### src/rtl/spi_sck_div_pkg.sv
package spi_sck_div_pkg;
  localparam int DIV_W   = 2;
  localparam int BAUD_W  = 6;
  localparam int BAUD_LO = 4;
endpackage

### src/rtl/spi_sck_prescale.sv
module spi_sck_prescale #(
  parameter int DIV_W = spi_sck_div_pkg::DIV_W
) (
  input  logic             clk_i,
  input  logic             rst_ni,
  input  logic             run_i,
  input  logic [DIV_W-1:0] div_sel_i,
  output logic             tick_o
);
  localparam int PRE_MAX = 2 << ((1 << DIV_W) - 1);
  localparam int CW      = $clog2(PRE_MAX);

  logic [CW-1:0] cnt_q;
  logic [CW-1:0] last;

  always_comb begin
    last   = CW'((32'd2 << div_sel_i) - 32'd1);
    tick_o = run_i && (cnt_q == last);
  end

  always_ff @(posedge clk_i or negedge rst_ni) begin
    if (!rst_ni)                cnt_q <= '0;
    else if (!run_i || tick_o)  cnt_q <= '0;
    else                        cnt_q <= cnt_q + 1'b1;
  end
endmodule

### src/rtl/spi_sck_halfper.sv
module spi_sck_halfper #(
  parameter int BAUD_W  = spi_sck_div_pkg::BAUD_W,
  parameter int BAUD_LO = spi_sck_div_pkg::BAUD_LO
) (
  input  logic              clk_i,
  input  logic              rst_ni,
  input  logic              run_i,
  input  logic              tick_i,
  input  logic [BAUD_W-1:0] baud_i,
  output logic              flip_o
);
  logic [BAUD_W-1:0] cnt_q;
  logic [BAUD_W-1:0] baud_eff;

  always_comb begin
    baud_eff = (baud_i < BAUD_W'(BAUD_LO)) ? BAUD_W'(BAUD_LO) : baud_i;
    flip_o   = tick_i && (cnt_q == baud_eff);
  end

  always_ff @(posedge clk_i or negedge rst_ni) begin
    if (!rst_ni)       cnt_q <= '0;
    else if (!run_i)   cnt_q <= '0;
    else if (tick_i)   cnt_q <= flip_o ? '0 : cnt_q + 1'b1;
  end
endmodule

### src/rtl/spi_sck_out.sv
module spi_sck_out (
  input  logic clk_i,
  input  logic rst_ni,
  input  logic run_i,
  input  logic cpol_i,
  input  logic flip_i,
  output logic sck_o,
  output logic lead_o,
  output logic trail_o
);
  logic sck_q, lead_q, trail_q;

  always_ff @(posedge clk_i or negedge rst_ni) begin
    if (!rst_ni) begin
      sck_q   <= 1'b0;
      lead_q  <= 1'b0;
      trail_q <= 1'b0;
    end else if (!run_i) begin
      sck_q   <= cpol_i;
      lead_q  <= 1'b0;
      trail_q <= 1'b0;
    end else begin
      // strobe registered with the level so both appear in one cycle
      lead_q  <= flip_i && (sck_q == cpol_i);
      trail_q <= flip_i && (sck_q != cpol_i);
      if (flip_i) sck_q <= ~sck_q;
    end
  end

  assign sck_o   = sck_q;
  assign lead_o  = lead_q;
  assign trail_o = trail_q;
endmodule

### src/rtl/spi_sck_div.sv
module spi_sck_div #(
  parameter int DIV_W   = spi_sck_div_pkg::DIV_W,
  parameter int BAUD_W  = spi_sck_div_pkg::BAUD_W,
  parameter int BAUD_LO = spi_sck_div_pkg::BAUD_LO
) (
  input  logic              clk_i,
  input  logic              rst_ni,
  input  logic              en_i,
  input  logic              cpol_i,
  input  logic [DIV_W-1:0]  div_sel_i,
  input  logic [BAUD_W-1:0] baud_i,
  output logic              sck_o,
  output logic              lead_o,
  output logic              trail_o
);
  logic tick, flip;

  spi_sck_prescale #(.DIV_W(DIV_W)) i_pre (
    .clk_i, .rst_ni, .run_i(en_i), .div_sel_i, .tick_o(tick)
  );

  spi_sck_halfper #(.BAUD_W(BAUD_W), .BAUD_LO(BAUD_LO)) i_half (
    .clk_i, .rst_ni, .run_i(en_i), .tick_i(tick), .baud_i, .flip_o(flip)
  );

  spi_sck_out i_out (
    .clk_i, .rst_ni, .run_i(en_i), .cpol_i, .flip_i(flip),
    .sck_o, .lead_o, .trail_o
  );
endmodule

### config.mk
export PLATFORM = sky130hd
export DESIGN_NAME = spi_sck_div
export DESIGN_NICKNAME = d
export VERILOG_FILES = /design/src/rtl/spi_sck_div_pkg.sv /design/src/rtl/spi_sck_prescale.sv /design/src/rtl/spi_sck_halfper.sv /design/src/rtl/spi_sck_out.sv /design/src/rtl/spi_sck_div.sv
export SDC_FILE = /design/constraint.sdc
export NUM_CORES = 1
export LEC_CHECK = 0
export ABC_AREA = 0
export BUFFER_PORTS_ARGS = -buffer_cell sky130_fd_sc_hd__buf_2
export CAP_MARGIN = 20
export CORE_MARGIN = 2
export CORE_UTILIZATION = 40
export DETAILED_ROUTE_END_ITERATION = 7
export SYNTH_ARGS = -nofsm -noshare
export SYNTH_HDL_FRONTEND = slang
export SYNTH_HIERARCHICAL = 1
export SYNTH_SLANG_ARGS = --single-unit
### constraint.sdc
create_clock -name clk_i -period 2.35 [get_ports clk_i]
set_clock_uncertainty 0.15 [all_clocks]
set_input_delay 0.5875 -clock clk_i [delete_from_list [all_inputs] [get_ports clk_i]]
set_output_delay 0.5875 -clock clk_i [all_outputs]
set_load 0.005 [all_outputs]
== Yosys cells after proc, flatten, opt, wreduce, memory -nomap -nowiden ==
Index checks and enable logic that the tools add are counted.

* Register bits: 13
* Input port bits: 12
* Output and inout bits: 3
* Logic and storage cells: 32

* Add/sub/neg operators: 3
* $lt $le $gt $ge: 1
* Eq/ne operators: 6
* Shift-type cells: 1
* Multiplexer cells: 9
* Bitwise logic cells: 1
* Reductions and logical operators: 6

{| class="wikitable"
|+ Operators with widths
! kind !! number
|-
| $mux W6 || 4
|-
| $add A6 B1 Y6 const B || 1
|-
| $eq A6 B6 Y1 || 1
|-
| $lt A6 B3 Y1 const B || 1
|-
| $add A4 B1 Y4 const B || 1
|-
| $eq A4 B4 Y1 || 1
|-
| $logic_and A1 B1 Y1 || 4
|-
| $mux W1 || 4
|-
| $mux W4 || 1
|-
| $ne A2 B1 Y1 const B || 2
|-
| $shl A2 B2 Y4 const A || 1
|-
| $sub A4 B1 Y4 const B || 1
|-
| $eq A1 B1 Y1 || 1
|-
| $logic_not A1 Y1 || 1
|-
| $logic_or A1 B1 Y1 || 1
|-
| $ne A1 B1 Y1 || 1
|-
| $not A1 Y1 || 1
|}

== Longest topological paths before layout ==
Gate-level depths: netlist (run 1).

* Word-level depth: 8
* Depth in mapped cells: 7
* Depth with buffers taken out: 7

== Cells and area by module ==
Netlist (run 1), hierarchy kept.

{| class="wikitable"
|+ Modules (own cells, without submodules)
! module !! times used !! cells each !! area each (um2) !! seq. area each (um2)
|-
| spi_sck_halfper || 1 || 52 || 480.5 || 150.1
|-
| spi_sck_prescale || 1 || 22 || 236.5 || 100.1
|-
| spi_sck_out || 1 || 10 || 115.1 || 75.1
|}

== Least setup slack after synthesis (run 1) ==
No wires, ideal clock.

* Kind: input-to-reg
* Start: input port div_sel_i[0]
* End: register i_out.sck_q, in the netlist i_out/sck_o
* Library setup time: 123 ps
* Data arrival time: 2344 ps
* Data required time: 2077 ps
* Path slack: -266 ps
* Stages on the path: 7
* Buffers on the path: 0
* Path through: or3b_4 > a2111oi_4 > o21a_1 > nand4_1 > nor4_4 > xnor2_1 > a21oi_1

* Longest elaborated chain between the ends: 6

{| class="wikitable"
|+ Ends and longest elaborated chain
! what !! RTL line !! source
|-
| start: declaration || spi_sck_div.sv:10 || <nowiki>input logic [DIV_W-1:0] div_sel_i,</nowiki>
|-
| $shl A2 B2 Y4 || spi_sck_prescale.sv:17 || <nowiki>last = CW'((32'd2 << div_sel_i) - 32'd1);</nowiki>
|-
| $sub A4 B1 Y4 || spi_sck_prescale.sv:17 ||
|-
| $eq A4 B4 Y1 || spi_sck_prescale.sv:18 || <nowiki>tick_o = run_i && (cnt_q == last);</nowiki>
|-
| $logic_and A1 B1 Y1 || spi_sck_prescale.sv:18 ||
|-
| via tick || spi_sck_div.sv:16 || <nowiki>logic tick, flip;</nowiki>
|-
| $logic_and A1 B1 Y1 || spi_sck_halfper.sv:17 || <nowiki>flip_o = tick_i && (cnt_q == baud_eff);</nowiki>
|-
| via flip || spi_sck_div.sv:16 ||
|-
| $ne A2 B1 Y1 (no source line) || - ||
|-
| end signal: assignment || spi_sck_out.sv:19 || <nowiki>sck_q <= cpol_i;</nowiki>
|-
| end signal: assignment || spi_sck_out.sv:26 || <nowiki>if (flip_i) sck_q <= ~sck_q;</nowiki>
|-
| end: declaration || spi_sck_out.sv:11 || <nowiki>logic sck_q, lead_q, trail_q;</nowiki>
|}

The timed path passes the listed nets, and every way through them passes these cells.
A chain may end at the register's enable or synchronous reset.

== Worst setup path in the final report (run 1) ==
Same ends and word-level chain as after synthesis.

==> run metrics, run 1 <==
number of design-rule violations left by the first detailed-router iteration=7; core area=1960 um2; number of placed cells counting well taps=131; clock sink total=13; worst setup slack after placement=-0.195 ns; floorplan die width=49.6 um; pin count of the biggest net entering global routing=17; Die Y-Extent=49.6 um; Tcrit/Tclk final=93.5%; type of the worst min-delay path=in -> async; Critical R2R Capture=i_out/sck_o; share of final-layout standard cells stronger than drive strength 1=30.6%; vias in the first global route=656; Clk Tree Root Cell=clkbuf_4; Total Routing Usage GR=15.7%; fraction of the yosys area taken by sequential cells=39.1%; num rows=16; FF-to-FF Start=i_pre/cnt_q[1]; Inserted Diodes=0; kind of cell adding the most delay to the critical path=simple AND/OR/NAND/NOR gates; synthesized area=832 um2; highest attainable clock frequency=455 MHz; gp weighted congestion=0.845; peak supply drop=0.276 mV; Cell Int Power=0.000332 W; Worst slew margin=74.4%; Leakage Power=0.436 nW; clock transition at the registers of the reported paths=0.08 ns; number of warning messages in the yosys log=6; routed via count divided by cell count=5.19; Starting Density=42.4%; maximum number of buffers from clock root to sink=2; half-perimeter wire length after detailed placement=1340 um; kind of start point of the critical path=input pin; WL per Instance=12.3 um; switching pwr=0.000120 W; later-pin clock latency in the skew report=0.27 ns; initial antenna violation count=0; Inserted Clock Buffers=3; part of the total power dissipated in combinational logic=17.3%; Data required, critical path=2.35 ns; outcome=completed; switching share of total power=26.6%; worst-path maximum fanout=4; global-route wire length before repair=2950 um; least setup slack across all paths after layout=0.153 ns; # Max-Cap Violations=0; sequential fraction of design power=52.5%; transition time at the pin with the least slew margin=0.381 ns; area growth from synthesis to final layout=22.6%; Total Die Area=2460 um2; internal reg-to-reg setup slack=0.20 ns; final sum of negative setup slack=0 ns; Pwr Density=443 nW/um2; buffers plus inverters on the worst setup path=1; via count=701; worst path cell trace=buf_2 -> or3b_4 -> a2111oi_4 -> o21a_1 -> nand4_1 -> nor4_4 -> xnor2_1 -> a21oi_1; number of synthesized register bits=13; worst-case reg-to-reg path depth=7; # H-tree levels=1; unrepaired setup endpoints after global routing=no; minimum clock period after layout=2.20 ns; number of nets in the layout=123; final-report setup violation count=0; count of endpoints failing hold in the final timing report=0; Cell Count, Final, Fillers Out=135; Mapped Avg Cell Area=9.91 um2; crit path capture type=flip-flop; number of standard cells after synthesis=84; total chip power=0.000452 W; gr ovfl total=0; Clock Power Share=30.3%; classification of the worst setup path=in -> reg; Max Slew Vio Count=0; largest stage delay on the critical path=0.40 ns; Routed Wire Length=1660 um; Yosys cell types=30; Final ANT Viol Nets=0; clock tree from TritonCTS=done; count of input and output buffers=14; number of ports placed on the die boundary=15; DRC violations left=0; Arr. time, crit path=2.20 ns; Slowest-stage cell, CP=or3b_4; Detailed Routing Iterations Pass 1=4; net count of the mapped netlist=98; buffers inserted by post-CTS timing repair=0; final design utilization=52.0%
==> flip-flops by register name (all words and copies together) (netlist names) <==
signal and count:
i_pre/cnt_q 4, i_out/lead_o 1, i_out/sck_o 1, i_half/cnt_q 6
i_out/trail_o 1
==> metal layers <==
metal	GRT usage [%]	part of all wire [%]	up-vias
met1	22.3	51	318
li1	-	-	363
met2	22.4	42	18
met4	8.33	1.6	0
met3	3.03	4.6	2
met5	0	0	-
==> worst register-to-register path, delay by kind of cell, from the launching register on <==
| family | cells | cell delay (ns) |
|---|---|---|
| flops | 1 | 0.38 |
| compound gates | 3 | 0.56 |
| simple gates | 3 | 0.78 |
| xor+xnor | 1 | 0.16 |
==> what timing repair did <==
item	CTS	global route
endpoints found under the setup margin	0	2
hold buffers	0	0
resized for setup	0	1
==> layout make-up <==
class	instances	area, um2
Clock buffer	4	26.3
Fill cell	210	942
Inverter	2	7.51
Multi-Input combinational cell	67	497
Sequential cell	13	325
Tap cell	27	33.8
Timing Repair Buffer	22	130
==> through the flow <==
stage          hold WS (ns)  cell area [um2]
2_1_floorplan         0.142              832
3_3_place_gp          0.337              988
3_5_place_dp          0.343              988
4_1_cts              0.0411             1010
5_1_grt              0.0468             1020
6_report             0.0380             1020
==> cells by family (layout without fill, tap and decap cells) <==
logic type / count (synthesis) / after routing / share of synthesized area [%]
simple gates: 39 / 39 / 28.3
compound gates: 15 / 15 / 16.1
flops: 13 / 13 / 39.1
xor+xnor: 10 / 10 / 10.5
buf+inv: 4 / 28 / 1.80
fa+ha+maj: 2 / 2 / 3.01
mux: 1 / 1 / 1.20
==> worst max path at each step <==
stage	slack, ns	depth (start not counted)	to	start
after global placement	-0.20	8	i_half/cnt_q[1]	div_sel_i[0]
final	0.15	8	i_out/sck_o	div_sel_i[0]
after global routing	0.02	8	i_half/cnt_q[4]	div_sel_i[0]
after detailed placement	-0.19	8	i_half/cnt_q[0]	div_sel_i[0]
after CTS	0.09	8	i_half/cnt_q[0]	div_sel_i[0]
after floorplan	-0.12	7	i_out/sck_o	div_sel_i[0]
==> power groups by stage <==
stage	clock network, W	logic [W]	registers, W
finish	0.000137	0.0000780	0.000237
global route	0.000156	0.0000868	0.000239
CTS	0.000143	0.0000788	0.000237
detailed placement	0	0.0000785	0.000242
global placement	0	0.0000766	0.000241
floorplan	0	0.0000387	0.000242
==> cells in the mapped netlist <==
cell type,count,area share (%)
xor2_1,2,2.1
xnor2_1,8,8.4
ha_1,2,3.0
o41ai_2,2,3.9
a211oi_2,1,1.5
buf_1,1,0.45
nor4b_1,1,1.1
and3_1,4,3.0
a21oi_1,2,1.2
or3b_4,1,1.4
nor2_1,5,2.3
o211ai_1,1,0.90
a2111oi_4,1,3.3
a31oi_1,1,0.75
nor4bb_2,1,2.0
nor3_1,6,3.6
and2_1,1,0.75
o21ai_0,6,3.6
inv_1,2,0.90
nor4_4,1,2.6
nand4_1,2,1.5
nand2_1,5,2.3
or3_1,1,0.75
clkbuf_1,1,0.45
mux2i_1,1,1.2
nor4_1,2,1.5
o21a_1,1,0.90
nand3b_1,1,0.90
nand3_1,8,4.8
dfrtp_1,13,39
==> placed cells by master (no fill, tap or decap) <==
master | netlist | layout
nand3_1 | 8 | 8
and3_1 | 4 | 4
ha_1 | 2 | 2
nor4b_1 | 1 | 1
a21oi_1 | 2 | 2
or3_1 | 1 | 1
or3b_4 | 1 | 1
nor2_1 | 5 | 5
nor4_4 | 1 | 1
a31oi_1 | 1 | 1
nor4bb_2 | 1 | 1
inv_1 | 2 | 2
o21ai_0 | 6 | 6
clkbuf_4 | 0 | 3
and2_1 | 1 | 1
clkbuf_1 | 1 | 1
nand2_1 | 5 | 5
o211ai_1 | 1 | 1
xnor2_1 | 8 | 8
buf_4 | 0 | 8
buf_2 | 0 | 14
nor4_1 | 2 | 2
xor2_1 | 2 | 2
a211oi_2 | 1 | 1
nand3b_1 | 1 | 1
o21a_1 | 1 | 1
nand4_1 | 2 | 2
a2111oi_4 | 1 | 1
nor3_1 | 6 | 5
mux2i_1 | 1 | 1
o41ai_2 | 2 | 2
nor3_2 | 0 | 1
dfrtp_1 | 13 | 13
(Power assumes the default switching activity.)
==> run 2, diff against run 1 <==
ABC_AREA = 1   (was 0)
==> run metrics, run 2 <==
outcome=completed; final sum of negative setup slack=0 ns (unchanged); cell with the most instances after synthesis=nand2_1; largest stage delay on the critical path=0.20 ns (-0.20 ns); share of flip-flops with an asynchronous set or reset after synthesis=100% (unchanged); minimum clock period after layout=1.97 ns (-0.232 ns); Inserted Diodes=0 (unchanged); Clk Tree Root Cell=clkbuf_4; share of final-layout standard cells stronger than drive strength 1=17.2% (-13 points); Total Routing Usage GR=13.7% (-2.0 points); number of design-rule violations left by the first detailed-router iteration=11 (+4); clock tree from TritonCTS=done; number of ports placed on the die boundary=15 (unchanged); worst-path maximum fanout=7 (+3); combinational family with the most area after synthesis=simple AND/OR/NAND/NOR gates; # H-tree levels=1 (unchanged); Yosys cell types=16 (-47%); post-synthesis cell type with the largest combined area=dfrtp_1; Routed Wire Length=1540 um (-7.3%); area growth from synthesis to final layout=15.2%; type of the worst min-delay path=in -> async; # Max-Cap Violations=0 (unchanged); transition time at the pin with the least slew margin=0.381 ns (-0.000356 ns); Reg with most FFs=i_half/cnt_q; crit path capture type=flip-flop; Die Y-Extent=50.5 um (+1.8%); synthesized area=865 um2 (+3.9%); Inserted Clock Buffers=3 (unchanged); DRC violations left=0 (unchanged); Worst slew margin=74.5% (+0.11 points); worst path cell trace=buf_2 -> nor2_1 -> nor2_1 -> nor2_1 -> nand3_2 -> nor2_1 -> nand2_1 -> nor2_1 -> nand3_1 -> nor2_2 -> nand2_2 -> inv_1 -> inv_1 -> nand2_1 -> nand2_1 -> nand2_1; area fraction of the dominant cell type after synthesis=37.6% (-1.5 points); Critical R2R Capture=i_out/sck_o; number of nets in the layout=166 (+35%); half-perimeter wire length after detailed placement=1240 um (-7.6%); floorplan die width=50.5 um (+1.8%); global-route wire length before repair=2680 um (-9.1%); number of warning messages in the yosys log=6 (unchanged); classification of the worst setup path=in -> reg; number of standard cells after synthesis=133 (+58%); peak supply drop=0.248 mV (-10%); internal reg-to-reg setup slack=0.48 ns (+0.28 ns); later-pin clock latency in the skew report=0.27 ns (about the same); gp weighted congestion=0.731 (-14%); cell type with the highest occurrence count on the critical path=nor2_1; count of input and output buffers=14 (unchanged); largest registers=i_half/cnt_q (6), i_pre/cnt_q (4); number of synthesized register bits=13 (unchanged); Synth area leaders=dfrtp_1, nand2_1, nor2_1; clock transition at the registers of the reported paths=0.08 ns (about the same); Total Die Area=2550 um2 (+3.6%); Arr. time, crit path=2.02 ns (-0.18 ns); Detailed Routing Iterations Pass 1=4 (unchanged); net count of the mapped netlist=147 (+50%); synthesized-area fraction occupied by and/or/nand/nor cells=42.5% (+14 points); highest attainable clock frequency=509 MHz (+12%); Filler cells=208 (-0.95%); most numerous cell types in the synthesized netlist=nand2_1, nor2_1, inv_1; count of endpoints failing hold in the final timing report=0 (unchanged); WL per Instance=8.64 um (-30%); vias in the first global route=718 (+9.5%); kind of cell adding the most delay to the critical path=simple AND/OR/NAND/NOR gates; area share of xor/xnor cells in the synthesized design=6.08% (-4.4 points); worst-case reg-to-reg path depth=14 (+7); initial antenna violation count=0 (unchanged); Tcrit/Tclk final=83.6% (-9.9 points); proportion of synthesized area in mux cells=0% (-1.2 points); commonest cells after routing, fill and taps aside=nand2_1, nor2_1, inv_1; Slowest-stage cell, CP=nor2_1; unrepaired setup endpoints after global routing=no; fraction of the yosys area taken by sequential cells=37.6% (-1.5 points); adder-cell area share of the yosys netlist=2.89% (-0.11 points); cells resized by post-CTS repair=0 (unchanged); commonest non-fill, non-tap cell in the layout=nand2_1; Largest register FFs=6 (unchanged); Post-synth EDFFs=0 (unchanged); FF-to-FF Start=i_pre/cnt_q[2]; buffers inserted by post-CTS timing repair=0 (unchanged); Starting Density=43.2% (+0.78 points); gr ovfl total=0 (unchanged); pin count of the biggest net entering global routing=14 (-3); Compound-Gate Fraction of Synth Area=1.74% (-14 points); Data required, critical path=2.41 ns (+0.06 ns); Leakage Power=0.556 nW (+27%); clock sink total=13 (unchanged); core area=2000 um2 (+2.0%); Max Slew Vio Count=0 (unchanged); num rows=16 (unchanged); cts-stage hold buffer count=0 (unchanged); buffers plus inverters on the worst setup path=3 (+2); total chip power=0.000443 W (-2.1%); via count=788 (+12%); final-report setup violation count=0 (unchanged); maximum number of buffers from clock root to sink=2 (unchanged); routed via count divided by cell count=4.43 (-15%); Final ANT Viol Nets=0 (unchanged); kind of start point of the critical path=input pin; Pwr Density=444 nW/um2 (+0.29%); Mapped Avg Cell Area=6.50 um2 (-34%); commonest register cell after synthesis=dfrtp_1
## run 2: changes by cell type in the layout (fill, tap and decap cells not counted), moves of 6 or more
cell / delta
buf_4: -8
inv_1: +17
nand2_1: +43
nor2_1: +18
o21ai_0: -6
## run 2: worst max-delay path by stage
stage | start | to | slack [ns] | cells after the start
2_1_floorplan | div_sel_i[0] | i_out/sck_o | 0.37 | 14
3_3_place_gp | div_sel_i[0] | i_out/sck_o | 0.14 | 15
3_5_place_dp | div_sel_i[0] | i_out/sck_o | 0.11 | 15
4_1_cts | div_sel_i[0] | i_out/sck_o | 0.39 | 16
5_1_grt | div_sel_i[0] | i_out/sck_o | 0.17 | 15
6_report | div_sel_i[0] | i_out/sck_o | 0.38 | 16
## run 2: power breakdown
part	leakage [nW]	switching (W)	internal, W
logic	0.361	0.0000397	0.0000293
clock network	0.0177	0.0000687	0.0000629
registers	0.177	0.0000105	0.000231
total	0.556	0.000119	0.000324
## run 2: layer usage
| layer | vias to the layer above | part of all wire [%] | global-route usage [%] |
|---|---|---|---|
| met3 | 2 | 4.6 | 1.79 |
| met4 | 0 | 0.78 | 5.41 |
| li1 | 437 | - | - |
| met5 | - | 0 | 0 |
| met2 | 16 | 47 | 23.5 |
| met1 | 333 | 48 | 17.4 |
## run 2: cell families after synthesis
logic type,count (synthesis)
AO/OA/AOI/OAI,3
adder cells (fa/ha/maj),2
AND/OR/NAND/NOR,88
XOR/XNOR,6
flip-flops,13
buffers and inverters,21
## run 2: cell type report
cell class,instances,area (um2),area share (%)
inverter,21,78.8,7.91
multi-input combinational,99,460,46.2
tap,27,33.8,3.39
sequential,13,325,32.7
clock buffer,3,22.5,2.26
timing repair buffer,14,70.1,7.04
clock inverter,1,5.00,0.503
## run 2: stage by stage
| step | area, um2 | hold slack, ns | util [%] | worst slack (ns) | std cells |
|---|---|---|---|---|---|
| floorplan | 865 | 0.142 | - | 0.368 | 133 |
| global placement | 968 | 0.332 | 48.4 | 0.142 | 174 |
| detailed placement | 968 | 0.332 | 48.4 | 0.107 | 174 |
| CTS | 996 | 0.0430 | 49.8 | 0.389 | 178 |
| global route | 996 | 0.0393 | 49.8 | 0.174 | 178 |
| finish | 996 | 0.0346 | 49.8 | 0.385 | 178 |
